## src/rtl/mod_mul_r8_pkg.sv

```systemverilog
// Package: shared types for the radix-8 modular multiplier.
// Holds the controller state encoding and the decoded Booth digit.
package mod_mul_r8_pkg;

    typedef enum logic {
        ST_IDLE = 1'b0,
        ST_RUN  = 1'b1
    } mm_state_t;

    // Decoded Booth digit: sign and magnitude 0..4.
    typedef struct packed {
        logic       neg;
        logic [2:0] mag;
    } booth_dig_t;

endpackage

```

## src/rtl/mm_mod_dbl.sv

```systemverilog
// Module: modular doubler.
// Returns 2a mod p. Assumes a < p, which keeps the result below p
// after at most one subtraction. Internal width W+2 keeps 2a - p
// from wrapping.
module mm_mod_dbl #(
    parameter int W = 16
) (
    input  logic [W-1:0] a,
    input  logic [W-1:0] p,
    output logic [W-1:0] r
);
    localparam int XW = W + 2;

    logic [XW-1:0] twice;
    logic [XW-1:0] trial;

    // Form 2a and 2a - p, keep the trial when it is not negative.
    always_comb begin
        twice = {1'b0, a, 1'b0};
        trial = twice - {2'b00, p};
        r     = trial[XW-1] ? twice[W-1:0] : trial[W-1:0];
    end
endmodule

```

## src/rtl/mm_mod_addsub.sv

```systemverilog
// Module: modular adder / subtractor.
// Returns (a + b) mod p when sub = 0 and (a - b) mod p when sub = 1.
// Assumes a < p and b < p. One adder forms a +/- b, a second applies
// the correction by p, and a multiplexer picks the in-range value.
module mm_mod_addsub #(
    parameter int W = 16
) (
    input  logic [W-1:0] a,
    input  logic [W-1:0] b,
    input  logic [W-1:0] p,
    input  logic         sub,
    output logic [W-1:0] r
);
    localparam int XW = W + 2;

    logic [XW-1:0] ax, bx, px;
    logic [XW-1:0] first;
    logic [XW-1:0] second;

    // Raw sum or difference, then the p-corrected companion.
    always_comb begin
        ax     = {2'b00, a};
        bx     = {2'b00, b};
        px     = {2'b00, p};
        first  = sub ? (ax - bx) : (ax + bx);
        second = sub ? (first + px) : (first - px);
    end

    // Select: a negative difference needs +p; a sum needs -p unless that goes negative.
    always_comb begin
        if (sub) begin
            r = first[XW-1] ? second[W-1:0] : first[W-1:0];
        end else begin
            r = second[XW-1] ? first[W-1:0] : second[W-1:0];
        end
    end
endmodule

```

## src/rtl/mm_booth_r8_dec.sv

```systemverilog
// Module: radix-8 Booth window decoder.
// Maps a 4-bit overlapping window b3 b2 b1 b0 to the digit
// -4*b3 + 2*b2 + b1 + b0, returned as sign and magnitude.
// A zero digit is always reported as non-negative.
module mm_booth_r8_dec
    import mod_mul_r8_pkg::*;
(
    input  logic [3:0] win,
    output booth_dig_t dig
);
    logic [2:0] pos;

    // Positive part 2*b2 + b1 + b0, then fold in the -4 weight of b3.
    always_comb begin
        pos = {1'b0, win[2], 1'b0} + {2'b00, win[1]} + {2'b00, win[0]};
        if (win[3]) begin
            dig.mag = 3'd4 - pos;
            dig.neg = (pos != 3'd4);
        end else begin
            dig.mag = pos;
            dig.neg = 1'b0;
        end
    end
endmodule

```

## src/rtl/mod_mul_r8.sv

```systemverilog
// Module: radix-8 Booth interleaved modular multiplier (top).
// Computes z = x*y mod p over DIG = floor(W/3)+1 cycles after start.
// Assumes x < p, y < p, p odd and > 1; otherwise the result is undefined.
// The start edge latches p, y and the multiples x, 2x, 3x, 4x mod p.
// Each run cycle takes 8z mod p through three doublers and then adds
// or subtracts the multiple chosen by the current Booth digit.
module mod_mul_r8
    import mod_mul_r8_pkg::*;
#(
    parameter int W = 16
) (
    input  logic         clk,
    input  logic         rst_n,
    input  logic         start,
    input  logic [W-1:0] x_in,
    input  logic [W-1:0] y_in,
    input  logic [W-1:0] p_in,
    output logic [W-1:0] z_out,
    output logic         done
);
    localparam int PADW = 3 - (W % 3);
    localparam int NB   = W + PADW;
    localparam int DIG  = NB / 3;
    localparam int EXTW = NB + 1;
    localparam int CW   = $clog2(DIG + 1);
    localparam int NDBL = 3;

    mm_state_t      state_q;
    logic           busy;
    logic [W-1:0]   p_q, x1_q, x2_q, x3_q, x4_q;
    logic [EXTW-1:0] ysh_q;
    logic [CW-1:0]  cnt_q;
    logic [W-1:0]   z_q;
    logic           done_q;

    logic [W-1:0]   pre_x2, pre_x3, pre_x4;
    logic [W-1:0]   chain [NDBL+1];
    booth_dig_t     dig;
    logic [W-1:0]   pp;
    logic [W-1:0]   z_nxt;

    assign busy  = (state_q == ST_RUN);
    assign z_out = z_q;
    assign done  = done_q;

    // Precompute the multiples of x straight from the inputs.
    mm_mod_dbl #(.W(W)) pre_dbl2_i (.a(x_in),   .p(p_in), .r(pre_x2));
    mm_mod_dbl #(.W(W)) pre_dbl4_i (.a(pre_x2), .p(p_in), .r(pre_x4));
    mm_mod_addsub #(.W(W)) pre_add3_i (
        .a(x_in), .b(pre_x2), .p(p_in), .sub(1'b0), .r(pre_x3)
    );

    // Scale by eight: three modular doublers in series.
    assign chain[0] = z_q;
    for (genvar g = 0; g < NDBL; g++) begin : g_x8
        mm_mod_dbl #(.W(W)) dbl_i (.a(chain[g]), .p(p_q), .r(chain[g+1]));
    end

    // Decode the top window of the shifted multiplier.
    mm_booth_r8_dec dec_i (.win(ysh_q[EXTW-1 -: 4]), .dig(dig));

    // Choose the multiple that matches the digit magnitude.
    always_comb begin
        unique case (dig.mag)
            3'd1:    pp = x1_q;
            3'd2:    pp = x2_q;
            3'd3:    pp = x3_q;
            3'd4:    pp = x4_q;
            default: pp = '0;
        endcase
    end

    mm_mod_addsub #(.W(W)) acc_i (
        .a(chain[NDBL]), .b(pp), .p(p_q), .sub(dig.neg), .r(z_nxt)
    );

    // Controller: two states, idle waits for start, run counts digits down.
    always_ff @(posedge clk) begin
        if (!rst_n) begin
            state_q <= ST_IDLE;
            cnt_q   <= '0;
            done_q  <= 1'b0;
        end else begin
            done_q <= 1'b0;
            unique case (state_q)
                ST_IDLE: begin
                    if (start) begin
                        state_q <= ST_RUN;
                        cnt_q   <= CW'(DIG);
                    end
                end
                ST_RUN: begin
                    cnt_q <= cnt_q - 1'b1;
                    if (cnt_q == CW'(1)) begin
                        state_q <= ST_IDLE;
                        done_q  <= 1'b1;
                    end
                end
                default: state_q <= ST_IDLE;
            endcase
        end
    end

    // Operand registers: loaded only when a start is accepted.
    always_ff @(posedge clk) begin
        if (!rst_n) begin
            p_q  <= '0;
            x1_q <= '0;
            x2_q <= '0;
            x3_q <= '0;
            x4_q <= '0;
        end else if (!busy && start) begin
            p_q  <= p_in;
            x1_q <= x_in;
            x2_q <= pre_x2;
            x3_q <= pre_x3;
            x4_q <= pre_x4;
        end
    end

    // Multiplier window register: padded load, then shift up by three per digit.
    always_ff @(posedge clk) begin
        if (!rst_n) begin
            ysh_q <= '0;
        end else if (!busy && start) begin
            ysh_q <= EXTW'({y_in, 1'b0});
        end else if (busy) begin
            ysh_q <= {ysh_q[EXTW-4:0], 3'b000};
        end
    end

    // Accumulator: cleared on start, updated each run cycle, held otherwise.
    always_ff @(posedge clk) begin
        if (!rst_n) begin
            z_q <= '0;
        end else if (!busy && start) begin
            z_q <= '0;
        end else if (busy) begin
            z_q <= z_nxt;
        end
    end
endmodule

```

## config.mk

```make
export PLATFORM = sky130hd
export DESIGN_NAME = mod_mul_r8
export DESIGN_NICKNAME = d
export VERILOG_FILES = /design/src/rtl/mod_mul_r8_pkg.sv /design/src/rtl/mm_mod_dbl.sv /design/src/rtl/mm_mod_addsub.sv /design/src/rtl/mm_booth_r8_dec.sv /design/src/rtl/mod_mul_r8.sv
export SDC_FILE = /design/constraint.sdc
export NUM_CORES = 1
export LEC_CHECK = 0
export BUFFER_PORTS_ARGS = -buffer_cell sky130_fd_sc_hd__buf_4
export CORE_AREA = 2 2 157 159
export CTS_CLUSTER_SIZE = 16
export DETAILED_ROUTE_END_ITERATION = 10
export DIE_AREA = 0 0 159 161
export GPL_ROUTABILITY_DRIVEN = 0
export PLACE_DENSITY = 0.74
export SETUP_SLACK_MARGIN = 0.5
export SYNTH_ARGS = -nofsm -noshare
export SYNTH_HDL_FRONTEND = slang
export SYNTH_SLANG_ARGS = --single-unit
```

## constraint.sdc

```tcl
create_clock -name clk -period 21.5 [get_ports clk]
set_input_delay 4.3 -clock clk [delete_from_list [all_inputs] [get_ports clk]]
set_output_delay 4.3 -clock clk [all_outputs]
set_load 0.005 [all_outputs]
```

# Word-level counts from Yosys, hierarchy flattened
# Index checks and enable logic that the tools add are counted.
dict set report totals {
  regBits 119
  mem_bits_rw 0
  latchBits 0
  rom_bits 0
  wordCells 61
  memories 0
  in_bits 51
  output_inout_bits 17
}
dict set report classes {
  n_mux 21
  order_cmp 0
  div 0
  n_shift 0
  reduce_logical 5
  add_sub_neg 15
  multipliers 0
  n_eq_ne 7
  n_bitwise 2
}
# operator n
set ops {}
lappend ops {{$mux 16} 9}
lappend ops {{$sub 17x16->18} 5}
lappend ops {{$pmux 16 s4} 1}
lappend ops {{$mux 18} 2}
lappend ops {{$sub 18x16->18} 2}
lappend ops {{$add 16x16->17} 2}
lappend ops {{$mux 17} 2}
lappend ops {{$add 18x16->18} 1}
lappend ops {{$sub 16x16->17} 1}
lappend ops {{$eq 3x1->1 const B} 2}
lappend ops {{$eq 3x2->1 const B} 2}
lappend ops {{$pmux 3 s2} 1}
lappend ops {{$mux 4} 1}
lappend ops {{$add 2x1->3} 1}
lappend ops {{$add 3x1->3} 1}
lappend ops {{$eq 3x3->1 const B} 1}
lappend ops {{$mux 1} 3}
lappend ops {{$mux 3} 1}
lappend ops {{$ne 3x3->1 const B} 1}
lappend ops {{$sub 3x1->3 const B} 1}
lappend ops {{$sub 3x3->3 const A} 1}
lappend ops {{$ne 2x2->1 const B} 1}
lappend ops {{$not 1->1} 2}
lappend ops {{$pmux 1 s2} 1}
lappend ops {{5 further kinds} 5}

# Logic depth before layout (Yosys ltp)
dict set report logic_depth {
  ltp_word 12
  depth_mapped 51
  depth_no_buf 47
}

# Hierarchy
# From an unflattened synthesis, not the netlist that was laid out.
dict set report hier_totals {
  cells_unflattened 2276
  hier_area_um2 17200.2
}
# mod seq_area_each_um2 area_each_um2 instances cells_each
set by_module_without_submodules {}
lappend by_module_without_submodules {mm_mod_addsub 0.0 3299.4 2 466}
lappend by_module_without_submodules {mod_mul_r8 2382.3 5088.6 1 589}
lappend by_module_without_submodules {{mm_mod_dbl at g_x8[2].dbl_i ...} 0.0 1099.8 2 163}
lappend by_module_without_submodules {{mm_mod_dbl at g_x8[1].dbl_i ...} 0.0 1079.8 2 138}
lappend by_module_without_submodules {{mm_mod_dbl at g_x8[0].dbl_i} 0.0 1067.3 1 144}
lappend by_module_without_submodules {mm_booth_r8_dec 0.0 86.3 1 9}

# Worst setup path before layout
# OpenSTA, ideal clock, no wires.
dict set report synth_timing {
  path_type {register to register}
  start {register p_q[14]}
  end {register z_q[15], in the netlist z_out[15]}
  slack_ns 11.052
  stages_incl_launch_ff 50
  arrival_time_ns 10.316
  path_buffers 6
  period_less_slack_ns 10.448
  setup_time_ns 0.133
  required_time_ns 21.367
  cell_sequence {dfxtp_1 > inv_1 > ha_1 > a21o_1 > a211oi_1 > o21ai_2 > or2_2 > clkbuf_1 > mux2_2 > ha_1 > a21oi_1 > o21ai_1 > o221a_1 > o21ai_0 > a21oi_1 > a211o_1 > or2_0 > buf_6 > [... 14 more ...] > o21bai_1 > a21oi_1 > o22ai_1 > o41ai_1 > a21oi_1 > nor2_1 > o31ai_1 > xor2_1 > ha_1 > and2_1 > a32oi_1 > o311ai_0 > o31ai_1 > mux2i_1 > nand2_2 > buf_2 > o221ai_1 > a21oi_1}
}
dict set report synth_via {
  elab_chain_cells 12
  word_cells_on_any_way 15
  cone_classes {7 x add/sub; 8 x mux}
}
# item line
set synth_lines {}
lappend synth_lines {{from (decl)} mod_mul_r8.sv:30} ;# logic [W-1:0] p_q, x1_q, x2_q, x3_q, x4_q;
lappend synth_lines {{from (signal assigned)} mod_mul_r8.sv:113} ;# p_q <= p_in;
lappend synth_lines {{$sub 17x16->18} mm_mod_dbl.sv:20} ;# trial = twice - {2'b00, p};
lappend synth_lines {{$mux 16} mm_mod_dbl.sv:21} ;# r = trial[XW-1] ? twice[W-1:0] : trial[W-1:0];
lappend synth_lines {{$sub 17x16->18} mm_mod_dbl.sv:20}
lappend synth_lines {{$mux 16} mm_mod_dbl.sv:21}
lappend synth_lines {{$sub 17x16->18} mm_mod_dbl.sv:20}
lappend synth_lines {{$mux 16} mm_mod_dbl.sv:21}
lappend synth_lines {{$add 16x16->17 / $sub 16x16->17 (equally long branches)} mm_mod_addsub.sv:25} ;# first = sub ? (ax - bx) : (ax + bx);
lappend synth_lines {{$mux 18} mm_mod_addsub.sv:25}
lappend synth_lines {{$sub 18x16->18 / $add 18x16->18 (equally long branches)} mm_mod_addsub.sv:26} ;# second = sub ? (first + px) : (first - px);
lappend synth_lines {{$mux 18} mm_mod_addsub.sv:26}
lappend synth_lines {{$mux 16, on equally long branches} {mm_mod_addsub.sv:34, mm_mod_addsub.sv:32}}
lappend synth_lines {{$mux 16 (*)} mm_mod_addsub.sv:31} ;# if (sub) begin
lappend synth_lines {{to (signal assigned)} mod_mul_r8.sv:139} ;# z_q <= z_nxt;
lappend synth_lines {{to (decl)} mod_mul_r8.sv:33} ;# logic [W-1:0] z_q;
# Every way passes the cells marked *; elsewhere a longest branch is shown, timed or not.
# A chain may end at the register's enable or synchronous reset.

# Worst setup path after layout
dict set report layout_timing {
  start {register p_q[14]}
  end {register z_q[13], in the netlist z_out[13]}
}
# The elaborated chain is that of the path after synthesis.

==> flow_summary_export.csv <==
group,metric,value,unit
die,ioPinCount,68,
placed_design,placement.io_buffers,67,
cts,clkSinkCount,119,
cts,htree_levels,4,
setup_path,crit_path_start_kind,"flip-flop",
synth,yosysSeqAreaShare,17.8,%
timing,fin_skew,0.00754,ns
finish,fill_cells,2197,
synth,synth-seq-cells,119,
setup_path,crit_arrival,13.41,ns
global_route,grt_pass1_vias,12400,
die,die_w,159,um
timing,max_freq,0.0764,GHz
synth,synth-main-ff-cell,"dfxtp_1",
finish,final_net_count,2029,
setup_path,setup.worst_path.start,"p_q[14]",
status,status,"completed",
global_route,antenna_found_initial,0,
cts,clock_path_buffers,2,
synth,syn_avg_cell_area,7.52,um^2
synth,syn_area,0.0134,mm^2
routing,drt-total-wl,38400,um
setup_path,crit_path_end_kind,"flip-flop",
synth,postSynth.asyncResetShare,0,%
hold_path,worstHoldPathCells,2,
synth,synth.area.top_cells,"dfxtp_1 18%, ha_1 15%, a21oi_1 7.4%, xnor2_1 5.6%, mux2i_1 4.8%",
timing,fin_crit,13.09,ns
routing,drtIter0Drc,1149,
synth,postSynthCellCount,1781,
routing,ant_nets,0,
timing,setup-violations-final,0,
cts,clk_latency,0.43,ns
hold_path,hold_class,"reg2reg",
synth,yosys.cell_types.count,83,
finish,syn2layout_area_growth,9.90,%
synth,synth_edf_count,0,
die,start_util,55.9,%
cts,cts_setup_buffers,0,
die,die_y,161,um
die,die-area,0.0256,mm^2
cts,cts_tree,"done",
run,timing.max_cap.violations,0,
setup_path,path_class,"reg2reg",
cts,clock-root-buffer,"clkbuf_16",
timing,rsz0062_at_grt,"no",
setup_path,reg2reg_depth,43,
global_route,grt_overflow_total,0,
global_route,grt_max_degree,75,
routing,dr_total_vias,13100,
routing,vias_per_cell,6.11,
setup_path,crit_required,21.82,ns
routing,wl_per_cell,17.9,um
cts,hold_buffers,0,
synth,yosysTopAreaCellShare,17.8,%
routing,firstDrtPassIters,5,
hold_path,hp-start,"x3_q[8]",
timing,final_hold_viol_count,0,
finish,antennaDiodeCount,0,
timing,fin_tns_setup,0,ns
global_route,grt_use_total,29.6,%
die,coreArea,0.0240,mm^2
setup_path,cp_max_fo,19,
setup_path,cpPeakStageDelay,0.91,ns
setup_path,path_common_cell,"o21ai_0",
synth,yosys_warnings,0,
setup_path,worstReg2RegStart,"p_q[14]",
timing,finalMaxSlewViolations,0,
synth,synth_fp_nets,2002,
synth,yosysTopAreaCell,"dfxtp_1",
timing,worstMarginPinSlew,1.17,ns
cts,numCtsBuffers,17,
placed_design,post-dp-hpwl,29900,um
cts,cts-resized-gates,0,
die,rows,57,
global_route,grt_pass1_wl,62400,um
finish,drive_above_1_share,9.28,%
timing,period_share,60.9,%
timing,relSlewSlack,22.2,%
finish,layout_common_cells,"198 x a21oi_1, 163 x ha_1, 160 x nor2_1",
routing,drc_errors,0,
finish,mostFrequentLayoutCell,"a21oi_1",
cts,clk_pin_slew,0.06,ns
setup_path,critPathSlowestCell,"or2_0",
[through the flow]
step	cells	hold slack, ns	setup slack, ns	cell area [um^2]	utilization (%)
floorplan	1781	0.420	11.05	13400	-
global placement	2113	0.436	9.14	14100	58.9
detailed placement	2113	0.445	8.72	14100	58.9
CTS	2145	0.456	8.65	14700	61.5
global route	2145	0.469	7.54	14700	61.5
finish	2145	0.452	8.41	14700	61.5
[layout make-up]
cell class	count	area [um^2]	area share, %
well taps	324	405	2.75
inverters	103	387	2.63
flip-flops and latches	119	2380	16.2
multi-input cells	1487	10300	70.2
clock inverters	13	169	1.15
clock buffers	19	443	3.01
repair buffers	80	601	4.08
[state kept, by name, summed over array words and instances (netlist names), 3 cells and up]
register  flops
z_out        16
x2_q         16
p_q          16
x1_q         16
cnt_q         3
x3_q         16
ysh_q        18
x4_q         16
[Yosys cell counts, types with 5 or more instances]
library cell / instances
a211oi_1: 16
a21boi_0: 7
a21o_1: 35
a21oi_1: 198
a221o_1: 10
a221oi_1: 11
a22o_1: 22
a22oi_1: 5
a31o_2: 6
a31oi_1: 17
and2_1: 11
and3_1: 15
buf_1: 7
clkbuf_1: 59
dfxtp_1: 119
fa_1: 7
ha_1: 163
inv_1: 102
mux2_2: 19
mux2_4: 9
mux2i_1: 64
nand2_1: 158
nand2b_1: 27
nand3_1: 24
nand3b_1: 6
nand4_1: 10
nor2_1: 161
nor2b_1: 25
nor3_1: 64
o2111ai_1: 8
o211ai_1: 11
o21a_1: 21
o21ai_0: 114
o21bai_1: 18
o22ai_1: 5
o31ai_1: 10
o41ai_1: 8
or2_2: 9
or3_1: 13
xnor2_1: 85
xor2_1: 36
[worst paths after layout]
path                to  slack (ns)
min            x3_q[8]        0.45
min reg2reg    x3_q[8]        0.45
max reg2reg  z_out[13]        8.41
max          z_out[13]        8.41
[worst max-delay path, delay by kind of cell, from the launching register on]
family / cells / cell delay (ns)
muxes: 2 / 0.64
adders and majority gates: 5 / 2.07
buffers and inverters: 1 / 0.13
xor gates and xnor gates: 1 / 0.41
DFF: 1 / 0.38
and+or+nand+nor: 7 / 2.34
AOI/OAI and AO/OA: 27 / 7.02
[logic make-up (layout without fill, tap and decap cells)]
kind of cell	after synthesis	count (layout)	synth area share (%)
fa+ha+maj	170	170	16.3
simple gates	543	543	19.0
buf+inv	175	215	5.16
flops	119	119	17.8
mux	93	93	7.47
compound gates	560	560	26.4
xor+xnor	121	121	7.91
[metal layers]
metal  GRT usage, %  wire (um)
met1           38.3      17100
met2           50.7      17800
met3           3.31       2100
met4           11.9       1340
met5              0          0
Power is not shown: default switching activity piles up to over one toggle a cycle in this logic, so the estimate is an artifact.
